--- config.mk ---
export PLATFORM = sky130hd
export DESIGN_NAME = pwr_fault_monitor
export DESIGN_NICKNAME = d
export VERILOG_FILES = /design/src/rtl/pfm_pkg.sv /design/src/rtl/pfm_ocp_qual.sv /design/src/rtl/pfm_fault_bit.sv /design/src/rtl/pfm_irq_ctrl.sv /design/src/rtl/pwr_fault_monitor.sv
export SDC_FILE = /design/constraint.sdc
export NUM_CORES = 1
export LEC_CHECK = 0
export ABC_CLOCK_PERIOD_IN_PS = 5600
export CAP_MARGIN = 20
export CORE_MARGIN = 3
export CORE_UTILIZATION = 25
export DETAILED_ROUTE_END_ITERATION = 10
export SLEW_MARGIN = 10
export SYNTH_ARGS = -nofsm -noshare
export SYNTH_HDL_FRONTEND = slang
export SYNTH_HIERARCHICAL = 1
export SYNTH_SLANG_ARGS = --single-unit
export TNS_END_PERCENT = 30
--- constraint.sdc ---
create_clock -name clk -period 5.6 [get_ports clk]
set_clock_uncertainty 0.05 [all_clocks]
set_input_delay 1.12 -clock clk [delete_from_list [all_inputs] [get_ports clk]]
set_output_delay 1.12 -clock clk [all_outputs]
set_load 0.01 [all_outputs]
--- src/rtl/pfm_pkg.sv ---
package pfm_pkg;

    localparam int unsigned NUM_LAT = 3;

    typedef enum logic [1:0] {
        LAT_OCP = 2'd0,
        LAT_TSD = 2'd1,
        LAT_UV  = 2'd2
    } lat_idx_e;

    // position of each latched fault inside the status word
    localparam int unsigned LAT_BIT [NUM_LAT] = '{2, 6, 7};

    typedef struct packed {
        logic uv;
        logic tsd;
        logic rsv5;
        logic png;
        logic rsv3;
        logic ocp;
        logic rsv1;
        logic dis;
    } stat_t;

    function automatic stat_t pack_status(input logic [NUM_LAT-1:0] lat,
                                          input logic out_on,
                                          input logic pwr_ok);
        stat_t s;
        s      = '0;
        s.dis  = ~out_on;
        s.png  = ~out_on | ~pwr_ok;
        s.ocp  = lat[LAT_OCP];
        s.tsd  = lat[LAT_TSD];
        s.uv   = lat[LAT_UV];
        return s;
    endfunction

endpackage

--- src/rtl/pfm_ocp_qual.sv ---
module pfm_ocp_qual #(
    parameter int unsigned CLK_PER_MS = 50000,
    parameter int unsigned QUAL_MS    = 5
) (
    input  logic clk,
    input  logic rst,
    input  logic flag_i,
    output logic evt_o
);
    localparam int unsigned PW = $clog2(CLK_PER_MS + 1);
    localparam int unsigned MW = $clog2(QUAL_MS + 1);
    localparam logic [PW-1:0] P_LAST = PW'(CLK_PER_MS - 1);
    localparam logic [MW-1:0] M_LAST = MW'(QUAL_MS - 1);
    localparam logic [MW-1:0] M_SAT  = MW'(QUAL_MS);

    logic [PW-1:0] pre_q;
    logic [MW-1:0] ms_q;
    logic          tick;

    assign tick  = (pre_q == P_LAST);
    assign evt_o = flag_i && tick && (ms_q == M_LAST);

    always_ff @(posedge clk) begin
        if (rst || !flag_i) begin
            pre_q <= '0;
            ms_q  <= '0;
        end else if (tick) begin
            pre_q <= '0;
            if (ms_q != M_SAT)
                ms_q <= ms_q + 1'b1;
        end else begin
            pre_q <= pre_q + 1'b1;
        end
    end

    // qualification needs the flag high on the previous edge as well
    assert_qual_continuous_R2: assert property (@(posedge clk) disable iff (rst)
        evt_o |-> $past(flag_i));

endmodule

--- src/rtl/pfm_fault_bit.sv ---
module pfm_fault_bit (
    input  logic clk,
    input  logic rst,
    input  logic set_i,
    input  logic present_i,
    input  logic read_done_i,
    input  logic reported_i,
    output logic lat_o,
    output logic new_o
);
    logic lat_q;
    logic clr;

    assign clr   = read_done_i && reported_i && !present_i;
    assign new_o = set_i && !lat_q;
    assign lat_o = lat_q;

    always_ff @(posedge clk) begin
        if (rst)
            lat_q <= 1'b0;
        else if (set_i)
            lat_q <= 1'b1;
        else if (clr)
            lat_q <= 1'b0;
    end

    assert_hold_present_R4: assert property (@(posedge clk) disable iff (rst)
        (lat_q && present_i) |=> lat_q);

    assert_clear_by_read_R4: assert property (@(posedge clk) disable iff (rst)
        $fell(lat_q) |-> $past(read_done_i));

endmodule

--- src/rtl/pfm_irq_ctrl.sv ---
module pfm_irq_ctrl (
    input  logic clk,
    input  logic rst,
    input  logic new_fault_i,
    input  logic supply_ok_i,
    input  logic capture_i,
    input  logic read_done_i,
    output logic irq_o
);
    logic pow_q;
    logic pend_q;
    logic late_q;
    logic irq_q;
    logic power_up;
    logic event_now;

    assign power_up  = supply_ok_i && !pow_q;
    assign event_now = new_fault_i || power_up;
    assign irq_o     = irq_q;

    always_ff @(posedge clk) begin
        if (rst) begin
            pow_q  <= 1'b0;
            pend_q <= 1'b0;
            late_q <= 1'b0;
            irq_q  <= 1'b0;
        end else begin
            pow_q <= pow_q | supply_ok_i;
            if (capture_i) begin
                pend_q <= 1'b1;
                late_q <= event_now;
            end else if (read_done_i) begin
                pend_q <= 1'b0;
                late_q <= 1'b0;
            end else if (pend_q && event_now) begin
                late_q <= 1'b1;
            end
            if (event_now)
                irq_q <= 1'b1;
            else if (read_done_i)
                irq_q <= late_q;
        end
    end

    assert_irq_on_event_R6: assert property (@(posedge clk) disable iff (rst)
        new_fault_i |=> irq_o);

    assert_late_keeps_irq_R8: assert property (@(posedge clk) disable iff (rst)
        (read_done_i && late_q) |=> irq_o);

endmodule

--- src/rtl/pwr_fault_monitor.sv ---
module pwr_fault_monitor
    import pfm_pkg::*;
#(
    parameter int unsigned CLK_PER_MS = 50000,
    parameter int unsigned QUAL_MS    = 5
) (
    input  logic       clk,
    input  logic       rst,
    input  logic       enable_i,
    input  logic       supply_ok_i,
    input  logic       ilim_i,
    input  logic       otemp_i,
    input  logic       uvlo_i,
    input  logic       pwr_ok_i,
    input  logic       capture_i,
    input  logic       read_done_i,
    output logic       out_en_o,
    output logic       irq_pull_o,
    output logic [7:0] status_o,
    output logic [7:0] rd_data_o
);
    logic               ocp_evt;
    logic [NUM_LAT-1:0] set_vec;
    logic [NUM_LAT-1:0] pres_vec;
    logic [NUM_LAT-1:0] lat_vec;
    logic [NUM_LAT-1:0] new_vec;
    stat_t              live;
    logic [7:0]         snap_q;

    pfm_ocp_qual #(
        .CLK_PER_MS(CLK_PER_MS),
        .QUAL_MS   (QUAL_MS)
    ) u_qual (
        .clk   (clk),
        .rst   (rst),
        .flag_i(ilim_i),
        .evt_o (ocp_evt)
    );

    assign set_vec[LAT_OCP]  = ocp_evt;
    assign set_vec[LAT_TSD]  = otemp_i;
    assign set_vec[LAT_UV]   = uvlo_i;
    assign pres_vec[LAT_OCP] = ilim_i;
    assign pres_vec[LAT_TSD] = otemp_i;
    assign pres_vec[LAT_UV]  = uvlo_i;

    for (genvar g = 0; g < NUM_LAT; g++) begin : g_lat
        pfm_fault_bit u_bit (
            .clk        (clk),
            .rst        (rst),
            .set_i      (set_vec[g]),
            .present_i  (pres_vec[g]),
            .read_done_i(read_done_i),
            .reported_i (snap_q[LAT_BIT[g]]),
            .lat_o      (lat_vec[g]),
            .new_o      (new_vec[g])
        );
    end

    pfm_irq_ctrl u_irq (
        .clk        (clk),
        .rst        (rst),
        .new_fault_i(|new_vec),
        .supply_ok_i(supply_ok_i),
        .capture_i  (capture_i),
        .read_done_i(read_done_i),
        .irq_o      (irq_pull_o)
    );

    assign out_en_o  = enable_i && (lat_vec == '0);
    assign live      = pack_status(lat_vec, out_en_o, pwr_ok_i);
    assign status_o  = live;
    assign rd_data_o = snap_q;

    always_ff @(posedge clk) begin
        if (rst)
            snap_q <= '0;
        else if (capture_i)
            snap_q <= live;
    end

    assert_capture_R9: assert property (@(posedge clk) disable iff (rst)
        capture_i |=> (rd_data_o == $past(status_o)));

    assert_off_after_latch_R3: assert property (@(posedge clk) disable iff (rst)
        $rose(status_o[2]) |-> !out_en_o);

endmodule

==> key figures <==
Run status
  – Status: complete, no violations

Critical path
  – Max Fanout on Critical Path: 5
  – Critical path class: in -> out
  – Setup crit end kind: output pin
  – WP data arrival: 2.46 ns
  – CP Launch Type: input pin
  – Worst path required time: 4.43 ns

Power
  – Cell internal pwr: 0.000361 W
  – Switch share: 21.4%
  – Combinational power share: 8.9%
  – VDD IR-drop max: 90.9 uV
  – Clk network pwr share: 40.8%
  – P_sw: 0.0000984 W
  – P per Cell Area: 252 nW/um2
  – P_leak: 0.651 nW
  – Sequential Power Share: 50.3%

Die
  – Die height: 82.5 um
  – Die Wd: 82.5 um
  – Die area: 6810 um2
  – Starting Density: 26.3%
  – Core area: 5570 um2
  – I/O pins: 28
  – Row cnt: 27

Route
  – Routed vias/inst: 4.42
  – Vias: 1131
  – Initial DRC count: 35
  – Post-route ant nets: 0
  – Drt wl/cell: 10.5 um
  – Router iterations before antenna repair: 4
  – Final wirelength: 2680 um
  – Number of remaining DRC errors: 0

Clock network
  – CTS buffer count: 5
  – CTS tree: done
  – Number of H-tree levels: 2
  – Num Clock Sinks: 31
  – Post-CTS Setup Bufs: 0
  – CTS clk-pin slew, worst paths: 0.06 ns
  – Worst-skew pair later-pin latency: 0.27 ns
  – Post-cts resize count: 0
  – CTS Root Cell: clkbuf_8
  – Post-CTS Hold Buffers: 0
  – Clk buf depth: 2

Yosys
  – Mapped Area: 1460 um2
  – Flops & latches, synth: 31
  – Ys async rst share: 0%
  – Synth Flop Type: dfxtp_1
  – Cell count after synthesis: 158
  – Post-synth cell types: 39
  – Avg Inst Size Synth: 9.27 um2
  – Seq/Total Area, Yosys: 42.4%
  – Post-synth EDFFs: 0
  – Warnings, synthesis: 6

Final layout
  – Area grow syn2layout: 24.2%
  – Ant diodes: 0
  – Final net count: 197
  – Filler instances: 584
  – Layout cells sized above 1: 8.70%

Timing
  – Worst Hold Slack: 0.405 ns
  – Final setup violation count: 0
  – Pins Over Slew Limit: 0
  – Period utilisation layout: 64.8%
  – Fin Setup TNS: 0 ns
  – RSZ-0062 raised after global routing: no
  – Max frequency: 276 MHz
  – Shortest period the worst path allows: 3.63 ns
  – Final Hold Viols: 0

Global route
  – Global-route wire length before repair: 4550 um
  – Largest net degree at the start of global routing: 16
  – Vias in the first global route: 1057
  – Gr ovfl total: 0
  – Initial antenna violation count: 0
  – Gr usage total: 8.59%

Run
  – Max Cap Viol: 0

Place
  – IO Port Bufs: 21
  – Gp weighted congestion: 0.670
  – Hpwl dp: 1930 um

Hold path
  – Worst min path class: reg -> reg
-- power by group through the flow --
| stage | sequential (W) | clock, W | combinational (W) |
|---|---|---|---|
| floorplan | 0.000237 | 0 | 0.0000224 |
| global placement | 0.000236 | 0 | 0.0000412 |
| detailed placement | 0.000236 | 0 | 0.0000413 |
| CTS | 0.000231 | 0.000196 | 0.0000416 |
| global route | 0.000232 | 0.000205 | 0.0000456 |
| finish | 0.000231 | 0.000187 | 0.0000409 |
-- placed cells by master, fill, tap and decap left out, drive strengths merged, types with 2 or more instances in the layout --
cell type and instances:
inv 6, clkbuf 8, dfxtp 31, and2b 2
conb 6, a211oi 2, nor4 5, a21oi 3
a311oi 4, mux2i 3, nor2b 5, clkdlybuf4s50 21
nand2b 2, ha 4, nor2 33, xor2 4
nand2 7, and3 2, nor3 3, or4b 2
nand4 5, nand3 6, xnor2 9
-- stage by stage --
stage	util, %	std cells	worst slack [ns]	cell area (um2)	total power, W
2_1_floorplan	-	163	2.84	1480	0.000259
5_1_grt	32.6	256	1.92	1820	0.000482
4_1_cts	32.6	256	1.96	1820	0.000468
3_3_place_gp	30.8	248	1.98	1720	0.000277
6_report	32.6	256	1.97	1820	0.000459
3_5_place_dp	30.8	248	1.97	1720	0.000277
-- path summary, 6_finish.rpt --
path / startpoint / to / slack (ns) / cells past startpoint
worst min register to register: u_irq/pow_q$_SDFF_PP0_ / u_irq/pow_q$_SDFF_PP0_ / 0.40 / 2
worst max register to register: u_qual/pre_q[7]$_SDFF_PP0_ / u_irq/late_q$_SDFFE_PP0P_ / 3.27 / 7
worst min-delay path: u_irq/pow_q$_SDFF_PP0_ / u_irq/pow_q$_SDFF_PP0_ / 0.40 / 2
worst max-delay path: enable_i / out_en_o / 1.97 / 3
-- per-layer routing --
layer / routed length (um) / track usage [%]
met1: 1310 / 10.2
met2: 1130 / 13.9
met3: 203 / 3.47
met4: 34 / 2.94
met5: 0 / 0
-- kinds of logic (layout without fill, tap and decap cells) --
family	Yosys count	after routing	synth area share (%)
flops	31	31	42.4
fa+ha+maj	4	4	3.42
buf+inv	14	35	5.98
other cells	1	6	0.256
simple gates	79	79	30.8
xor+xnor	13	13	7.78
mux	3	3	2.05
compound gates	13	13	7.35
-- sequential cells by signal, indices dropped and copies added (netlist names) --
register           cells
u_qual/ms_q            3
u_irq/pend_q           1
u_irq/irq_o            1
g_lat.u_bit/lat_o      3
u_qual/pre_q          16
rd_data_o              5
u_irq/pow_q            1
u_irq/late_q           1
-- Yosys cell counts (2+ instances only) --
master,instances,share of area [%]
ha_1,4,3.4
a211oi_1,2,1.0
nor2b_1,5,2.1
nand2_1,7,1.8
nor4_1,4,1.7
a311oi_1,4,2.4
nand4_1,5,2.1
a21oi_1,3,1.0
nand3_1,6,2.1
xor2_1,4,2.4
xnor2_1,9,5.4
and3_1,2,0.85
dfxtp_1,31,42
nor2_1,33,8.5
buf_4,6,3.1
nor3_1,3,1.0
inv_1,6,1.5
mux2i_1,3,2.1
-- critical path: stages --
cell	delay [ns]
clkdlybuf4s50_1	0.45
nor4b_4	0.29
clkdlybuf4s50_1	0.60
-- layout make-up --
class / count / area (um2) / share of cell area, %
Multi-Input combinational cell: 118 / 774 / 42.6
Inverter: 6 / 22.5 / 1.24
Clock buffer: 8 / 100 / 5.51
Timing Repair Buffer: 21 / 210 / 11.6
Tap cell: 72 / 90.1 / 4.96
Sequential cell: 31 / 621 / 34.1
Note: power is estimated with default switching activity, not from simulation.
